## config.mk

```make
export PLATFORM = sky130hd
export DESIGN_NAME = dbg_trace_ser
export DESIGN_NICKNAME = d
export VERILOG_FILES = /design/src/rtl/dbg_trace_pkg.sv /design/src/rtl/dbg_trace_filter.sv /design/src/rtl/dbg_trace_fifo.sv /design/src/rtl/dbg_trace_shift.sv /design/src/rtl/dbg_trace_ser.sv
export SDC_FILE = /design/constraint.sdc
export NUM_CORES = 1
export LEC_CHECK = 0
export BUFFER_PORTS_ARGS = -buffer_cell sky130_fd_sc_hd__buf_2
export CORE_UTILIZATION = 47
export CTS_BUF_LIST = sky130_fd_sc_hd__clkbuf_4
export DETAILED_ROUTE_END_ITERATION = 10
export GPL_TIMING_DRIVEN = 0
export PLACE_DENSITY_LB_ADDON = 0.3
export SLEW_MARGIN = 0
export SYNTH_ARGS = -nofsm -noshare
export SYNTH_HDL_FRONTEND = slang
export SYNTH_SLANG_ARGS = --single-unit
```

## constraint.sdc

```tcl
create_clock -name clk_i -period 5.15 [get_ports clk_i]
set_input_delay 0 -clock clk_i [delete_from_list [all_inputs] [get_ports clk_i]]
set_output_delay 0 -clock clk_i [all_outputs]
set_load 0.01 [all_outputs]
```

## src/rtl/dbg_trace_pkg.sv

```systemverilog
package dbg_trace_pkg;
  localparam int unsigned DATA_W = 32;
  localparam int unsigned NIB_W  = 4;
  localparam int unsigned LEN_W  = 4;

  localparam logic [NIB_W-1:0] MRK_BYTE = 4'h8;
  localparam logic [NIB_W-1:0] MRK_WORD = 4'h9;
  localparam logic [NIB_W-1:0] MRK_LONG = 4'hA;
  localparam logic [NIB_W-1:0] MRK_BRT  = 4'hB;

  typedef struct packed {
    logic [NIB_W-1:0]  marker;
    logic [LEN_W-1:0]  len;      // payload nibbles after marker
    logic [DATA_W-1:0] payload;
  } trace_item_t;
endpackage

```

## src/rtl/dbg_trace_filter.sv

```systemverilog
module dbg_trace_filter
  import dbg_trace_pkg::*;
(
  input  logic [1:0]        data_ctl_i,
  input  logic [1:0]        tgt_ctl_i,
  input  logic              cap_valid_i,
  input  logic              cap_write_i,
  input  logic [1:0]        cap_size_i,
  input  logic [DATA_W-1:0] cap_data_i,
  input  logic              br_valid_i,
  input  logic [DATA_W-1:0] br_addr_i,
  output logic              push_o,
  output trace_item_t       item_o
);
  logic cap_ok, br_ok;

  assign cap_ok = cap_valid_i && (cap_write_i ? data_ctl_i[0] : data_ctl_i[1]);
  assign br_ok  = br_valid_i && (tgt_ctl_i != 2'b00);
  assign push_o = cap_ok || br_ok;

  always_comb begin
    item_o = '0;
    if (cap_ok) begin
      item_o.payload = cap_data_i;
      unique case (cap_size_i)
        2'b00:   begin item_o.marker = MRK_BYTE; item_o.len = LEN_W'(2); end
        2'b01:   begin item_o.marker = MRK_WORD; item_o.len = LEN_W'(4); end
        default: begin item_o.marker = MRK_LONG; item_o.len = LEN_W'(8); end
      endcase
    end else if (br_ok) begin
      item_o.marker  = MRK_BRT;
      item_o.payload = br_addr_i;
      item_o.len     = tgt_ctl_i[1] ? LEN_W'(6) : LEN_W'(4);
    end
  end
endmodule

```

## src/rtl/dbg_trace_fifo.sv

```systemverilog
module dbg_trace_fifo
  import dbg_trace_pkg::*;
#(
  parameter int unsigned DEPTH = 4,
  localparam int unsigned PTR_W = (DEPTH > 1) ? $clog2(DEPTH) : 1,
  localparam int unsigned CNT_W = $clog2(DEPTH + 1)
) (
  input  logic             clk_i,
  input  logic             rst_ni,
  input  logic             push_i,
  input  trace_item_t      item_i,
  input  logic             pop_i,
  output trace_item_t      item_o,
  output logic             empty_o,
  output logic             full_o,
  output logic [CNT_W-1:0] count_o,
  output logic             drop_o
);
  trace_item_t      mem [DEPTH];
  logic [PTR_W-1:0] wr_ptr, rd_ptr;
  logic             do_push, do_pop;

  assign full_o  = (count_o == CNT_W'(DEPTH));
  assign empty_o = (count_o == '0);
  assign do_push = push_i && !full_o;
  assign do_pop  = pop_i && !empty_o;
  assign drop_o  = push_i && full_o;
  assign item_o  = mem[rd_ptr];

  function automatic logic [PTR_W-1:0] ptr_inc(input logic [PTR_W-1:0] p);
    return (p == PTR_W'(DEPTH - 1)) ? '0 : p + 1'b1;
  endfunction

  always_ff @(posedge clk_i or negedge rst_ni) begin
    if (!rst_ni) begin
      wr_ptr  <= '0;
      rd_ptr  <= '0;
      count_o <= '0;
    end else begin
      if (do_push) wr_ptr <= ptr_inc(wr_ptr);
      if (do_pop)  rd_ptr <= ptr_inc(rd_ptr);
      if (do_push && !do_pop)      count_o <= count_o + 1'b1;
      else if (do_pop && !do_push) count_o <= count_o - 1'b1;
    end
  end

  always_ff @(posedge clk_i) begin
    if (do_push) mem[wr_ptr] <= item_i;
  end
endmodule

```

## src/rtl/dbg_trace_shift.sv

```systemverilog
module dbg_trace_shift
  import dbg_trace_pkg::*;
(
  input  logic             clk_i,
  input  logic             rst_ni,
  input  logic             avail_i,
  input  trace_item_t      item_i,
  output logic             pop_o,
  output logic [NIB_W-1:0] nib_o,
  output logic             nib_valid_o
);
  logic              busy;
  logic [LEN_W-1:0]  remain;
  logic [DATA_W-1:0] shreg;
  logic              done;

  // current nibble is the last of its item (or nothing is being sent)
  assign done  = !busy || (remain == '0);
  assign pop_o = done && avail_i;

  always_ff @(posedge clk_i or negedge rst_ni) begin
    if (!rst_ni) begin
      busy        <= 1'b0;
      remain      <= '0;
      shreg       <= '0;
      nib_o       <= '0;
      nib_valid_o <= 1'b0;
    end else if (done) begin
      if (avail_i) begin
        busy        <= 1'b1;
        remain      <= item_i.len;
        shreg       <= item_i.payload;
        nib_o       <= item_i.marker;
        nib_valid_o <= 1'b1;
      end else begin
        busy        <= 1'b0;
        nib_o       <= '0;
        nib_valid_o <= 1'b0;
      end
    end else begin
      nib_o  <= shreg[NIB_W-1:0];
      shreg  <= shreg >> NIB_W;
      remain <= remain - 1'b1;
    end
  end
endmodule

```

## src/rtl/dbg_trace_ser.sv

```systemverilog
module dbg_trace_ser
  import dbg_trace_pkg::*;
#(
  parameter int unsigned DEPTH = 4,
  localparam int unsigned CNT_W = $clog2(DEPTH + 1)
) (
  input  logic              clk_i,
  input  logic              rst_ni,
  input  logic [1:0]        data_ctl_i,
  input  logic [1:0]        tgt_ctl_i,
  input  logic              cap_valid_i,
  input  logic              cap_write_i,
  input  logic [1:0]        cap_size_i,
  input  logic [DATA_W-1:0] cap_data_i,
  input  logic              br_valid_i,
  input  logic [DATA_W-1:0] br_addr_i,
  output logic [NIB_W-1:0]  nib_o,
  output logic              nib_valid_o,
  output logic              ovf_o
);
  trace_item_t      new_item, head_item;
  logic             push_req, q_empty, q_full, q_drop, q_pop;
  logic [CNT_W-1:0] q_count;

  dbg_trace_filter u_filter (
    .data_ctl_i  (data_ctl_i),
    .tgt_ctl_i   (tgt_ctl_i),
    .cap_valid_i (cap_valid_i),
    .cap_write_i (cap_write_i),
    .cap_size_i  (cap_size_i),
    .cap_data_i  (cap_data_i),
    .br_valid_i  (br_valid_i),
    .br_addr_i   (br_addr_i),
    .push_o      (push_req),
    .item_o      (new_item)
  );

  dbg_trace_fifo #(.DEPTH(DEPTH)) u_fifo (
    .clk_i   (clk_i),
    .rst_ni  (rst_ni),
    .push_i  (push_req),
    .item_i  (new_item),
    .pop_i   (q_pop),
    .item_o  (head_item),
    .empty_o (q_empty),
    .full_o  (q_full),
    .count_o (q_count),
    .drop_o  (q_drop)
  );

  dbg_trace_shift u_shift (
    .clk_i       (clk_i),
    .rst_ni      (rst_ni),
    .avail_i     (!q_empty),
    .item_i      (head_item),
    .pop_o       (q_pop),
    .nib_o       (nib_o),
    .nib_valid_o (nib_valid_o)
  );

  always_ff @(posedge clk_i or negedge rst_ni) begin
    if (!rst_ni)     ovf_o <= 1'b0;
    else if (q_drop) ovf_o <= 1'b1;
  end
endmodule

```

Yosys cells after proc, flatten, opt, wreduce, memory -nomap -nowiden
Memory sizes are Yosys's and may differ from the RTL's.
Cells that the tools add are included.
- memories kept: 1
- memory bits (writable): 160
- bits of input ports: 75
- register bits: 49
- logic and storage cells: 57
- output and inout port bits: 6
- multiplexer cells: 18
- eq/ne operators: 5
- add/sub/neg operators: 5
- reduce and logical (&&, ||, !) cells: 20
- memories (memory ; depth ; bits a word ; rd ports ; clocked after memory_dff ; write ports ; RTL line ; source):
    u_fifo.mem ; 4 ; 40 ; 1 ; 0 ; 1 ; dbg_trace_fifo.sv:19 ; trace_item_t mem [DEPTH];
- operators with widths (operator ; number):
    2-to-1 mux 40 bit ; 2
    2-to-1 mux 32 bit ; 2
    2-to-1 mux 4 bit ; 4
    case mux 6 bit (2 select lines) ; 1
    logical AND 1 bit ; 8
    2-to-1 mux 2 bit ; 3
    2-to-1 mux 3 bit ; 2
    logical NOT 1 bit ; 5
    adder 2 x 1 -> 2 bit (second input constant) ; 2
    == test 2 bit (second input constant) ; 2
    logical NOT 4 bit ; 1
    2-to-1 mux 1 bit ; 4
    nonzero test 2 bit ; 2
    subtractor 4 x 1 -> 4 bit (second input constant) ; 1
    adder 3 x 1 -> 3 bit (second input constant) ; 1
    == test 3 bit (second input constant) ; 1
    logical NOT 3 bit ; 1
    subtractor 3 x 1 -> 3 bit (second input constant) ; 1
    == test 2 x 1 -> 1 bit (second input constant) ; 1
    logical NOT 2 bit ; 1
    logical OR 1 bit ; 2
    != test 2 bit (second input constant) ; 1

Longest topological paths before layout
Gate-level depths: netlist (run 1).
- depth in word-level cells: 8
- depth in mapped cells: 13
- gate-level depth less buffers: 12

Cells and area by module
Synthesis (run 1) repeated with hierarchy kept, for this count alone.
- cell total of the unflattened synthesis: 522
- area, all modules: 9056.2 um2
- modules (own cells, without submodules) (module ; instances ; cells each ; sequential area each (um2) ; area an instance (um2)):
    dbg_trace_fifo ; 1 ; 248 ; 4979.8 ; 6217.2
    dbg_trace_shift ; 1 ; 152 ; 1026.0 ; 2025.7
    dbg_trace_filter ; 1 ; 119 ; 0.0 ; 778.2
    dbg_trace_ser ; 1 ; 3 ; 25.0 ; 35.0

Worst setup path before layout (run 1)
No wires, ideal clock.
- kind: register to register
- start point: reg u_shift.remain[0]
- end point: reg u_fifo.count_o[1]
- cell stages (with the launch flop): 12
- data required time: 5025 ps
- clock period less this slack: 2199 ps
- arrival: 2074 ps
- buffers on the path: 1
- setup slack: 2951 ps
- setup time: 125 ps
- cells stage by stage: dfrtp_1 > inv_1 > ha_1 > nand2b_1 > o21a_1 > buf_2 > nor2_4 > inv_1 > ha_1 > inv_1 > fa_1 > mux2_2
- cells in the longest elaborated chain, start to end: 7
- elaborated cells on any way between the ends: 9
- classes of those cells: mux: 1; reduce/logical: 8
- ends and longest elaborated chain (item ; RTL line ; source):
    start: declaration ; dbg_trace_shift.sv:13 ; logic [LEN_W-1:0] remain;
    start signal: assignment ; dbg_trace_shift.sv:31 ; remain <= item_i.len;
    start signal: assignment ; dbg_trace_shift.sv:43 ; remain <= remain - 1'b1;
    logical NOT 4 bit (*) ; dbg_trace_shift.sv:18 ; assign done = !busy || (remain == '0);
    logical OR 1 bit (*) ; dbg_trace_shift.sv:18 ;
    logical AND 1 bit (*) ; dbg_trace_shift.sv:19 ; assign pop_o = done && avail_i;
    logical AND 1 bit (*) ; dbg_trace_fifo.sv:26 ; assign do_pop = pop_i && !empty_o;
    logical NOT 1 bit ; dbg_trace_fifo.sv:42 ; if (do_push && !do_pop) count_o <= count_o + 1'b1;
    logical AND 1 bit ; dbg_trace_fifo.sv:42 ;
    2-to-1 mux 3 bit / nonzero test 2 bit (equally long branches) ; -- ;
    end signal: assignment ; dbg_trace_fifo.sv:42 ;
    end signal: assignment ; dbg_trace_fifo.sv:43 ; else if (do_pop && !do_push) count_o <= count_o - 1'b1;
    end: declaration ; dbg_trace_fifo.sv:16 ; output logic [CNT_W-1:0] count_o,
Mark *: on every way between the ends. The rest lies on a longest branch, timed or not.
A chain may end at the register's enable or synchronous reset.

Worst setup path in the final report (run 1)
Ends and elaborated chain as after synthesis.

==> metrics.csv, run 1 <==
metric,value,unit
top post-synthesis cells by area,"edfxtp_1 54%, dfrtp_1 15%, mux4_2 10%",
Num Clock Sinks,197,
Setup crit start kind,flop,
Worst Path Arrival,2.95,ns
CTS tree,built,
placer congestion estimate,0.811,
core area,16800,sq um
H-tree Lvls,4,
Crit. End Element,flop,
Pins Over Slew Limit,0,
Boundary Pins,81,
"Reg clk slew, reported paths",0.15,ns
PD cells,496,nW/um^2
die area,17900,sq um
Yosys cell types,37,
Clock Tree Buf Depth,2,
antenna violations before repair,1,
"Req. time, crit path",5.65,ns
Slew headroom,25.5,%
HP Class,in2reg,
critical path class,reg2reg,
vias per cell,5.46,
largest area contributor in the netlist,edfxtp_1,
WHS Path Cells,3,
most frequent cell after synthesis,edfxtp_1,
run status,"finished, final reports clean",
wire per inst,18.7,microns
ys async rst share,24.9,%
initial core utilization,48.7,%
min Tclk post-route,2.45,ns
global-route wire length before repair,28.8,mm
Setup TNS,0,ns
Num CTS Buffers,17,
initial drt markers,378,
Seq cells post-synth,197,
clk_skew,0.0213,ns
remaining antenna violation count after routing,0,
YS warnings,0,
PostCTS Resize Cnt,0,
drt total wl,18.0,mm
count of input and output buffers,80,
peak supply drop,0.266,mV
final hold violations,0,
Max Cap Viol,0,
CP max FO,6,
TritonRoute pass-1 iters,4,
Mapped Cells,559,
Max Freq,408,MHz
RSZ-0062 raised after global routing,false,
total grt overflow,0,
Post-Syn Area,8160,sq um
Synth Flop Type,edfxtp_1,
drt drc,0,
vias post-DR,5269,
Post-DP HPWL,11.6,mm
synth cell count leaders,"148 x edfxtp_1, 106 x nand2_1, 62 x a21oi_1",
"EDFF count, synth",148,
Rows,47,
largest net degree at the start of global routing,50,
syn nets,642,
worst-skew pair later-pin latency,0.60,ns
fin nets,814,
register area share after synthesis,69.5,%
"Setup Fix Bufs, Post-CTS",0,
Worst-Margin Slew,1.12,ns
Lkg Pwr,4.00,nW
Die H,134,microns
Clock Tree Root,clkbuf_4,
vias in the first global route,5538,
Layout area overhead,21.8,%
Synth top area share,54.4,%
Register-to-Register Path Depth,11,
hold slack,0.0865,ns
Total GRT Usage,21.9,%
Die X,134,microns
Setup Viol. Count Final,0,
Avg Synthesized Cell Area,14.6,sq um
Pwr Total,4.93,mW
Tcrit/Tclk final,47.6,%
share of layout cells above drive strength 1,25.4,%
[critical path: stages (launching register included)]
cell and delay (ns):
dfrtp_1 0.45, inv_1 0.08, ha_1 0.17, nand2b_1 0.11, o21a_1 0.19, buf_2 0.16, nor2_4 0.18, inv_1 0.06
ha_1 0.22, inv_1 0.08, fa_1 0.40, mux2_2 0.27
[timing repair]
item	4_1_cts	5_1_grt
endpoints found under the hold margin	193	0
endpoints found under the setup margin	0	0
hold buffers	69	0
[cell families after synthesis]
logic type	share of synthesized area [%]
compound gates	5.44
xor+xnor	0.322
fa+ha+maj	1.32
buf+inv	2.44
flops	69.5
mux	11.3
simple gates	9.75
[registers in the layout (all words and copies together), names as in the netlist]
name,cells
u_shift.nib_o,4
u_shift.nib_valid_o,1
u_fifo.mem,148
u_shift.shreg,32
ovf_o,1
u_fifo.count_o,3
u_fifo.rd_ptr,2
u_fifo.wr_ptr,2
u_shift.remain,4
[where the power goes]
group,leakage [nW],switching (mW),internal [mW]
Sequential,2.00,0.176,2.18
Clock,0.153,0.504,0.338
Combinational,1.85,0.954,0.777
[layout by cell type (no fill, tap or decap), types with 2 or more instances in the layout]
cell type,synthesis,routed
a21oi_1,62,62
ha_1,7,7
mux4_2,37,37
buf_16,0,4
xor2_1,2,2
bufinv_16,0,3
buf_2,21,101
mux2_2,6,6
clkbuf_4,0,18
o21ai_0,4,4
inv_1,7,7
o21a_1,2,2
clkinv_1,0,4
nand3_1,35,35
nor2_1,32,32
and2_2,0,4
a22oi_1,2,2
o31ai_1,2,2
and2_1,6,2
clkinv_4,0,3
clkbuf_1,8,8
dlygate4sd3_1,0,69
a22o_1,2,2
buf_6,2,2
nand2_1,106,106
mux2i_1,2,2
edfxtp_1,148,148
clkinvlp_4,0,2
dfrtp_1,49,49
buf_4,2,2
[area by class of cell]
cell class              instances  area (sq um)
multi-input cells             322          2300
flip-flops and latches        197          5670
well taps                     220           275
plain buffers                  33           173
inverters                       7          26.3
repair buffers                153          1200
fillers                      1267          6820
diodes                          1          2.50
clock inverters                14           160
clock buffers                  18           135
[final timing paths]
kind / startpoint / end / slack, ns
min reg2reg: u_shift.shreg[2] / u_shift.nib_o[2] / 0.50
max reg2reg: u_shift.remain[0] / u_fifo.count_o[1] / 2.70
max in group asynchronous: rst_ni / u_shift.shreg[19] / 4.31
min: data_ctl_i[1] / u_fifo.mem[2][35] / 0.09
max: u_shift.remain[0] / u_fifo.count_o[1] / 2.70
min in group asynchronous: rst_ni / u_shift.nib_o[2] / 0.15
[per-layer routing]
metal	up-vias	wire length [microns]	GRT usage [%]
li1	2421	-	-
met1	2652	7510	28.1
met2	159	9360	36.4
met3	37	770	5.03
met4	0	372	8.08
met5	-	0	0
[metrics by stage]
stage	cell area, sq um	std cells	util, %	worst slack, ns
2_1_floorplan	8160	559	-	2.95
3_3_place_gp	8840	859	52.7	2.20
3_5_place_dp	8950	863	53.4	2.71
4_1_cts	9940	964	59.3	2.69
5_1_grt	9940	965	59.3	2.50
6_report	9940	965	59.3	2.70
Power figures use the tool's default switching activity.
==> run 2: changes to the inputs <==
==> constraint.sdc (replaced) <==
create_clock -name clk_i -period 2.3 [get_ports clk_i]
set_input_delay 0 -clock clk_i [delete_from_list [all_inputs] [get_ports clk_i]]
set_output_delay 0 -clock clk_i [all_outputs]
set_load 0.01 [all_outputs]
==> metrics.csv, run 2 (synthesis gave the netlist of run 1 again) <==
metric,value,unit,change
drt drc,0,,unchanged
Clock Tree Root,clkbuf_4,,
crit-path most repeated cell,inv_1,,
TritonRoute pass-1 iters,5,,+1
core area,16800,sq um,unchanged
Rows,47,,unchanged
H-tree Lvls,4,,unchanged
fin nets,823,,+1.1%
Worst-Margin Slew,1.11,ns,-0.0121 ns
vias per cell,5.49,,+0.51%
CTS tree,built,,
Num Clock Sinks,197,,unchanged
crit-path max cell delay,0.43,ns,-0.02 ns
max reg flops,148,,unchanged
initial core utilization,48.7,%,unchanged
run status,"finished, final reports clean",,
wire per inst,18.6,microns,-0.13%
remaining antenna violation count after routing,0,,unchanged
Pins Over Slew Limit,0,,unchanged
count of input and output buffers,80,,unchanged
Largest Register,u_fifo.mem,,
initial drt markers,345,,-8.7%
global-route wire length before repair,28.8,mm,+0.12%
Crit. Startpoint,u_shift.remain[1],,
Max Cap Viol,0,,unchanged
worst-skew pair later-pin latency,0.59,ns,about the same
antenna violations before repair,1,,unchanged
die area,17900,sq um,unchanged
"Req. time, crit path",2.80,ns,-2.85 ns
peak supply drop,0.595,mV,+120%
Layout area overhead,23.0,%,
min-delay src,data_ctl_i[1],,
total grt overflow,0,,unchanged
Setup crit start kind,flop,,
cells along the critical path,"inv_1, ha_4, nand2b_4, o21a_1, buf_6, nor2_4, inv_1, ha_2, inv_1, fa_2, mux2_2",,
biggest regs,"u_fifo.mem (148), u_shift.shreg (32)",,
"Reg clk slew, reported paths",0.15,ns,about the same
Worst Path Arrival,2.74,ns,-0.21 ns
CP max FO,3,,-3
Clock Tree Buf Depth,2,,unchanged
placer congestion estimate,0.811,,unchanged
share of layout cells above drive strength 1,26.8,%,+1.4 points
Boundary Pins,81,,unchanged
Crit. End Element,flop,,
Setup TNS,0,ns,unchanged
Pwr Total,11.2,mW,+130%
Post-DP HPWL,11.6,mm,unchanged
Die X,134,microns,unchanged
Setup Viol. Count Final,0,,unchanged
largest net degree at the start of global routing,50,,unchanged
placed cell area,8950,sq um,unchanged
Fill cells,1258,,-0.71%
final hold violations,0,,unchanged
Max Freq,447,MHz,+9.6%
critical path class,reg2reg,,
Lkg Pwr,4.05,nW,+1.3%
vias in the first global route,5559,,+0.38%
Tcrit/Tclk final,97.2,%,+50 points
vias post-DR,5345,,+1.4%
Total GRT Usage,21.9,%,about the same
Die H,134,microns,unchanged
CP max stage cell,fa_2,,
Num CTS Buffers,17,,unchanged
Slew headroom,26.3,%,+0.80 points
clk_skew,0.0195,ns,-0.00179 ns
fin area,10000,sq um,+0.99%
PD cells,1110,nW/um^2,+120%
HP Class,in2reg,,
RR Startpoint,u_shift.remain[1],,
"commonest non-fill, non-tap cell in the layout",edfxtp_1,,
min Tclk post-route,2.23,ns,-0.215 ns
"commonest non-fill, non-tap cells in the layout","148 x edfxtp_1, 106 x nand2_1, 100 x buf_2",,
drt total wl,18.2,mm,+0.81%
## run 2: cell count changes in the layout (fill, tap and decap cells not counted)
cell	change
buf_2	-1
buf_4	+9
buf_6	+1
fa_1	-1
fa_2	+1
ha_1	-2
ha_2	+1
ha_4	+1
nand2b_1	-1
nand2b_4	+1
## run 2: final timing paths
path | to | slack [ns] | cells after the start
worst max-delay path | u_fifo.count_o[1] | 0.07 | 11
min in group asynchronous | u_shift.nib_o[0] | 0.14 | 2
worst min-delay path | u_fifo.mem[2][35] | 0.09 | 3
max in group asynchronous | u_shift.shreg[19] | 1.47 | 2
worst max register to register | u_fifo.count_o[1] | 0.07 | 11
worst min register to register | u_shift.nib_o[2] | 0.50 | 1
## run 2: power by group
part           leakage, nW  switching, mW  internal (mW)  total, mW
combinational         1.90           2.19           1.86       4.05
clock                0.153           1.12          0.757       1.88
sequential            2.00          0.390           4.88       5.27
## run 2: per-layer routing
metal	track usage [%]	vias to the layer above	wire length, microns
met1	28.0	2702	7480
met4	8.14	0	359
met5	0	-	0
met3	5.03	34	861
li1	-	2436	-
met2	36.5	173	9460
## run 2: final cells by class
type | instances | area, sq um | area share, %
Antenna cell | 1 | 2.50 | 0.0249
Buffer | 33 | 179 | 1.78
Clock buffer | 18 | 135 | 1.35
Clock inverter | 14 | 160 | 1.59
Inverter | 7 | 26.3 | 0.262
Multi-Input combinational cell | 322 | 2320 | 23.1
Sequential cell | 197 | 5670 | 56.5
Tap cell | 220 | 275 | 2.74
Timing Repair Buffer | 162 | 1270 | 12.6
## run 2: repair_timing
item                       4_1_cts  5_1_grt
setup endpoints to repair        2        2
hold endpoints to repair       193        0
pin swaps                        1        4
hold buffers                    69        0
gates cloned                     0        0
setup buffers                    4        5
gates resized for setup          1        6
## run 2: worst max-delay path, delay by kind of cell (launching register included)
family,cells,cell delay (ns)
AOI/OAI and AO/OA,1,0.19
adders and majority gates,3,0.77
muxes,1,0.27
DFF,1,0.42
buffers and inverters,4,0.37
and+or+nand+nor,2,0.14
## run 2: stage by stage
stage | std cells | worst slack [ns] | util [%] | hold WS, ns
2_1_floorplan | 559 | 0.101 | - | -0.296
3_3_place_gp | 859 | -0.652 | 52.7 | 0.235
3_5_place_dp | 863 | -0.136 | 53.4 | 0.271
4_1_cts | 968 | 0.0120 | 59.5 | 0.0298
5_1_grt | 974 | -0.0161 | 59.9 | 0.0310
6_report | 974 | 0.0653 | 59.9 | 0.0870
==> run 3: changes to the inputs <==
--- a/config.mk
+++ b/config.mk
@@ -14,4 +14,5 @@
 export SLEW_MARGIN = 0
 export SYNTH_ARGS = -nofsm -noshare
 export SYNTH_HDL_FRONTEND = slang
+export SYNTH_HIERARCHICAL = 1
 export SYNTH_SLANG_ARGS = --single-unit
==> metrics.csv, run 3 <==
metric,value,unit,change
max reg flops,160,,+8.1%
cells along the critical path,"inv_2, ha_4, nand2b_4, o21ai_4, and2_4, o31ai_4, ha_2, inv_2, fa_2, mux2_2",,
Lkg Pwr,4.81,nW,+19%
run status,"finished, final reports clean",,
Setup crit start kind,flop,,
CP max stage cell,fa_2,,
"Req. time, crit path",2.79,ns,about the same
vias post-DR,5085,,-4.9%
Avg Synthesized Cell Area,17.3,sq um,+19%
hold slack,0.0921,ns,+0.00503 ns
drt drc,0,,unchanged
Top Usage Layer GRT,met2,,
die area,19800,sq um,+11%
met1 Use GR,23.3,%,-4.8 points
Rows,50,,+6.4%
vias per cell,4.99,,-9.1%
clk_skew,0.0591,ns,+0.0396 ns
synth cell count leaders,"160 x edfxtp_1, 54 x mux2_2, 49 x dfrtp_1",,
Worst-Margin Slew,1.12,ns,+0.0170 ns
vias in the first global route,5539,,-0.36%
Crit. End Element,flop,,
Synth Flop Type,edfxtp_1,,
Pins Over Slew Limit,0,,unchanged
CTS tree,built,,
crit-path max cell delay,0.41,ns,-0.02 ns
total grt overflow,0,,unchanged
share of layout cells above drive strength 1,42.2,%,+15 points
Die X,141,microns,+5.2%
YS warnings,6,,+6
Total GRT Usage,18.5,%,-3.4 points
count of input and output buffers,80,,unchanged
GR Util met3,3.84,%,-1.2 points
initial drt markers,253,,-27%
placer congestion estimate,0.724,,-11%
"commonest non-fill, non-tap cell in the layout",edfxtp_1,,
Layout area overhead,25.7,%,
worst-skew pair later-pin latency,0.65,ns,+0.06 ns
core area,18800,sq um,+12%
global-route wire length before repair,27.8,mm,-3.4%
wire per inst,17.0,microns,-9.0%
Clock Tree Root,clkbuf_4,,
most frequent cell after synthesis,edfxtp_1,,
Slew headroom,25.2,%,-1.1 points
Worst Path Arrival,2.74,ns,about the same
peak supply drop,0.412,mV,-31%
"commonest non-fill, non-tap cells in the layout","160 x edfxtp_1, 89 x buf_2, 88 x clkbuf_4",,
largest area contributor in the netlist,edfxtp_1,,
largest net degree at the start of global routing,50,,unchanged
Max Cap Viol,0,,unchanged
Final Util,60.7,%,+0.74 points
TritonRoute pass-1 iters,4,,-1
RR Startpoint,u_shift/remain[0],,
antenna violations before repair,1,,unchanged
drt total wl,17.3,mm,-4.8%
min Tclk post-route,2.25,ns,+0.0126 ns
Register-to-Register Path Depth,10,,-1
ys async rst share,23.4,%,-1.4 points
biggest regs,"u_fifo/mem (160), u_shift/shreg (32)",,
H-tree Lvls,2,,-2
worst r2r dst,u_fifo/count_o[1],,
RSZ-0062 raised after global routing,true,,
register area share after synthesis,66.6,%,-2.9 points
Num CTS Buffers,50,,+33
Max Freq,445,MHz,-0.56%
PD cells,1130,nW/um^2,+1.4%
R2R setup slack,0.05,ns,about the same
Tcrit/Tclk final,97.7,%,+0.55 points
final hold violations,0,,unchanged
"EDFF count, synth",160,,+8.1%
critical path class,reg2reg,,
remaining antenna violation count after routing,0,,unchanged
fin nets,827,,+0.49%
setup slack at placement,-0.404,ns,-0.268 ns
"Reg clk slew, reported paths",0.07,ns,-0.08 ns
Clock Tree Buf Depth,3,,+1
Boundary Pins,81,,unchanged
Yosys cell types,40,,+8.1%
Post-Syn Area,9060,sq um,+11%
crit-path most repeated cell,inv_2,,
HP Class,in2async,,
Seq cells post-synth,209,,+6.1%
setup ws final,0.0527,ns,-0.0126 ns
Num Clock Sinks,209,,+6.1%
Largest Register,u_fifo/mem,,
Synth top area share,53.1,%,-1.4 points
Die H,141,microns,+5.2%
top post-synthesis cells by area,"edfxtp_1 53%, dfrtp_1 14%, mux4_2 9.9%",,
Mapped Cells,522,,-6.6%
Post-DP HPWL,10.8,mm,-6.6%
GR Layer Usage met2,31.6,%,-4.9 points
CP max FO,3,,unchanged
initial core utilization,48.3,%,-0.46 points
Pwr Total,12.9,mW,+15%
Setup Viol. Count Final,0,,unchanged
[run 3: cell types whose count changed in the layout (fill, tap and decap cells not counted), sizes merged, moves of 12 or more]
cell / previous run / this run
a21oi: 62 / 1
clkbuf: 26 / 91
edfxtp: 148 / 160
inv: 8 / 43
mux2: 6 / 58
mux2i: 2 / 47
nand2: 107 / 42
nand3: 35 / 0
nor2: 33 / 8
[run 3: through the flow]
stage	cells	cell area, sq um	TNS [ns]
global placement	837	9800	-186.73
floorplan	523	9100	-0.174
detailed placement	841	9880	-3.13
global route	1019	11400	-0.0134
finish	1019	11400	0
CTS	1016	11400	0
[run 3: critical path, delay by kind of cell, from the launching register on]
kind | cells | cell delay, ns
compound gates | 2 | 0.29
buf+inv | 2 | 0.13
flops | 1 | 0.40
fa+ha+maj | 3 | 0.75
simple gates | 2 | 0.26
mux | 1 | 0.26
[run 3: how the worst max path moves through the flow]
stage,from,to,cells past startpoint
CTS,u_shift/remain[1],u_fifo/count_o[1],11
floorplan,u_shift/remain[0],u_fifo/count_o[1],11
global route,u_shift/remain[0],u_fifo/count_o[1],10
finish,u_shift/remain[0],u_fifo/count_o[1],10
detailed placement,u_shift/remain[1],u_fifo/count_o[1],11
global placement,tgt_ctl_i[1],u_fifo/mem[0][16],8
[run 3: cell type report]
type                    count  area [sq um]
fillers                  1440          7380
diodes                      1          2.50
multi-input cells         241          2670
clock inverters             6          22.5
flip-flops and latches    209          6030
repair buffers            172          1330
plain buffers              28           235
well taps                 234           293
inverters                  42           158
clock buffers              86           646
[run 3: timing repair]
action	in CTS	in global routing
pin swaps	5	4
hold endpoints to repair	202	0
resized for setup	5	2
buffers inserted	10	3
setup endpoints to repair	2	11
gates cloned	0	0
hold buffers	75	0
[run 3: metal layers]
layer  wire length, microns  vias to the layer above  part of all wire (%)
met5                      0                        -                     0
met4                    274                        0                   1.6
met3                    863                       21                   5.0
met2                   8950                      117                    52
met1                   7200                     2520                    42
li1                       -                     2427                     -
[run 3: power by group]
| part | switching (mW) | total, mW | leakage [nW] | internal (mW) |
|---|---|---|---|---|
| Clock | 1.36 | 3.03 | 0.408 | 1.67 |
| Combinational | 2.04 | 4.36 | 2.29 | 2.31 |
| Sequential | 0.323 | 5.48 | 2.12 | 5.15 |
| Total | 3.73 | 12.9 | 4.81 | 9.14 |
[run 3: cells by family after synthesis]
kind of cell,synth area share (%)
xor gates and xnor gates,0.290
buffers and inverters,4.45
adders and majority gates,1.19
muxes,22.5
other,0.0414
DFF,66.6
and+or+nand+nor,3.50
AOI/OAI and AO/OA,1.42
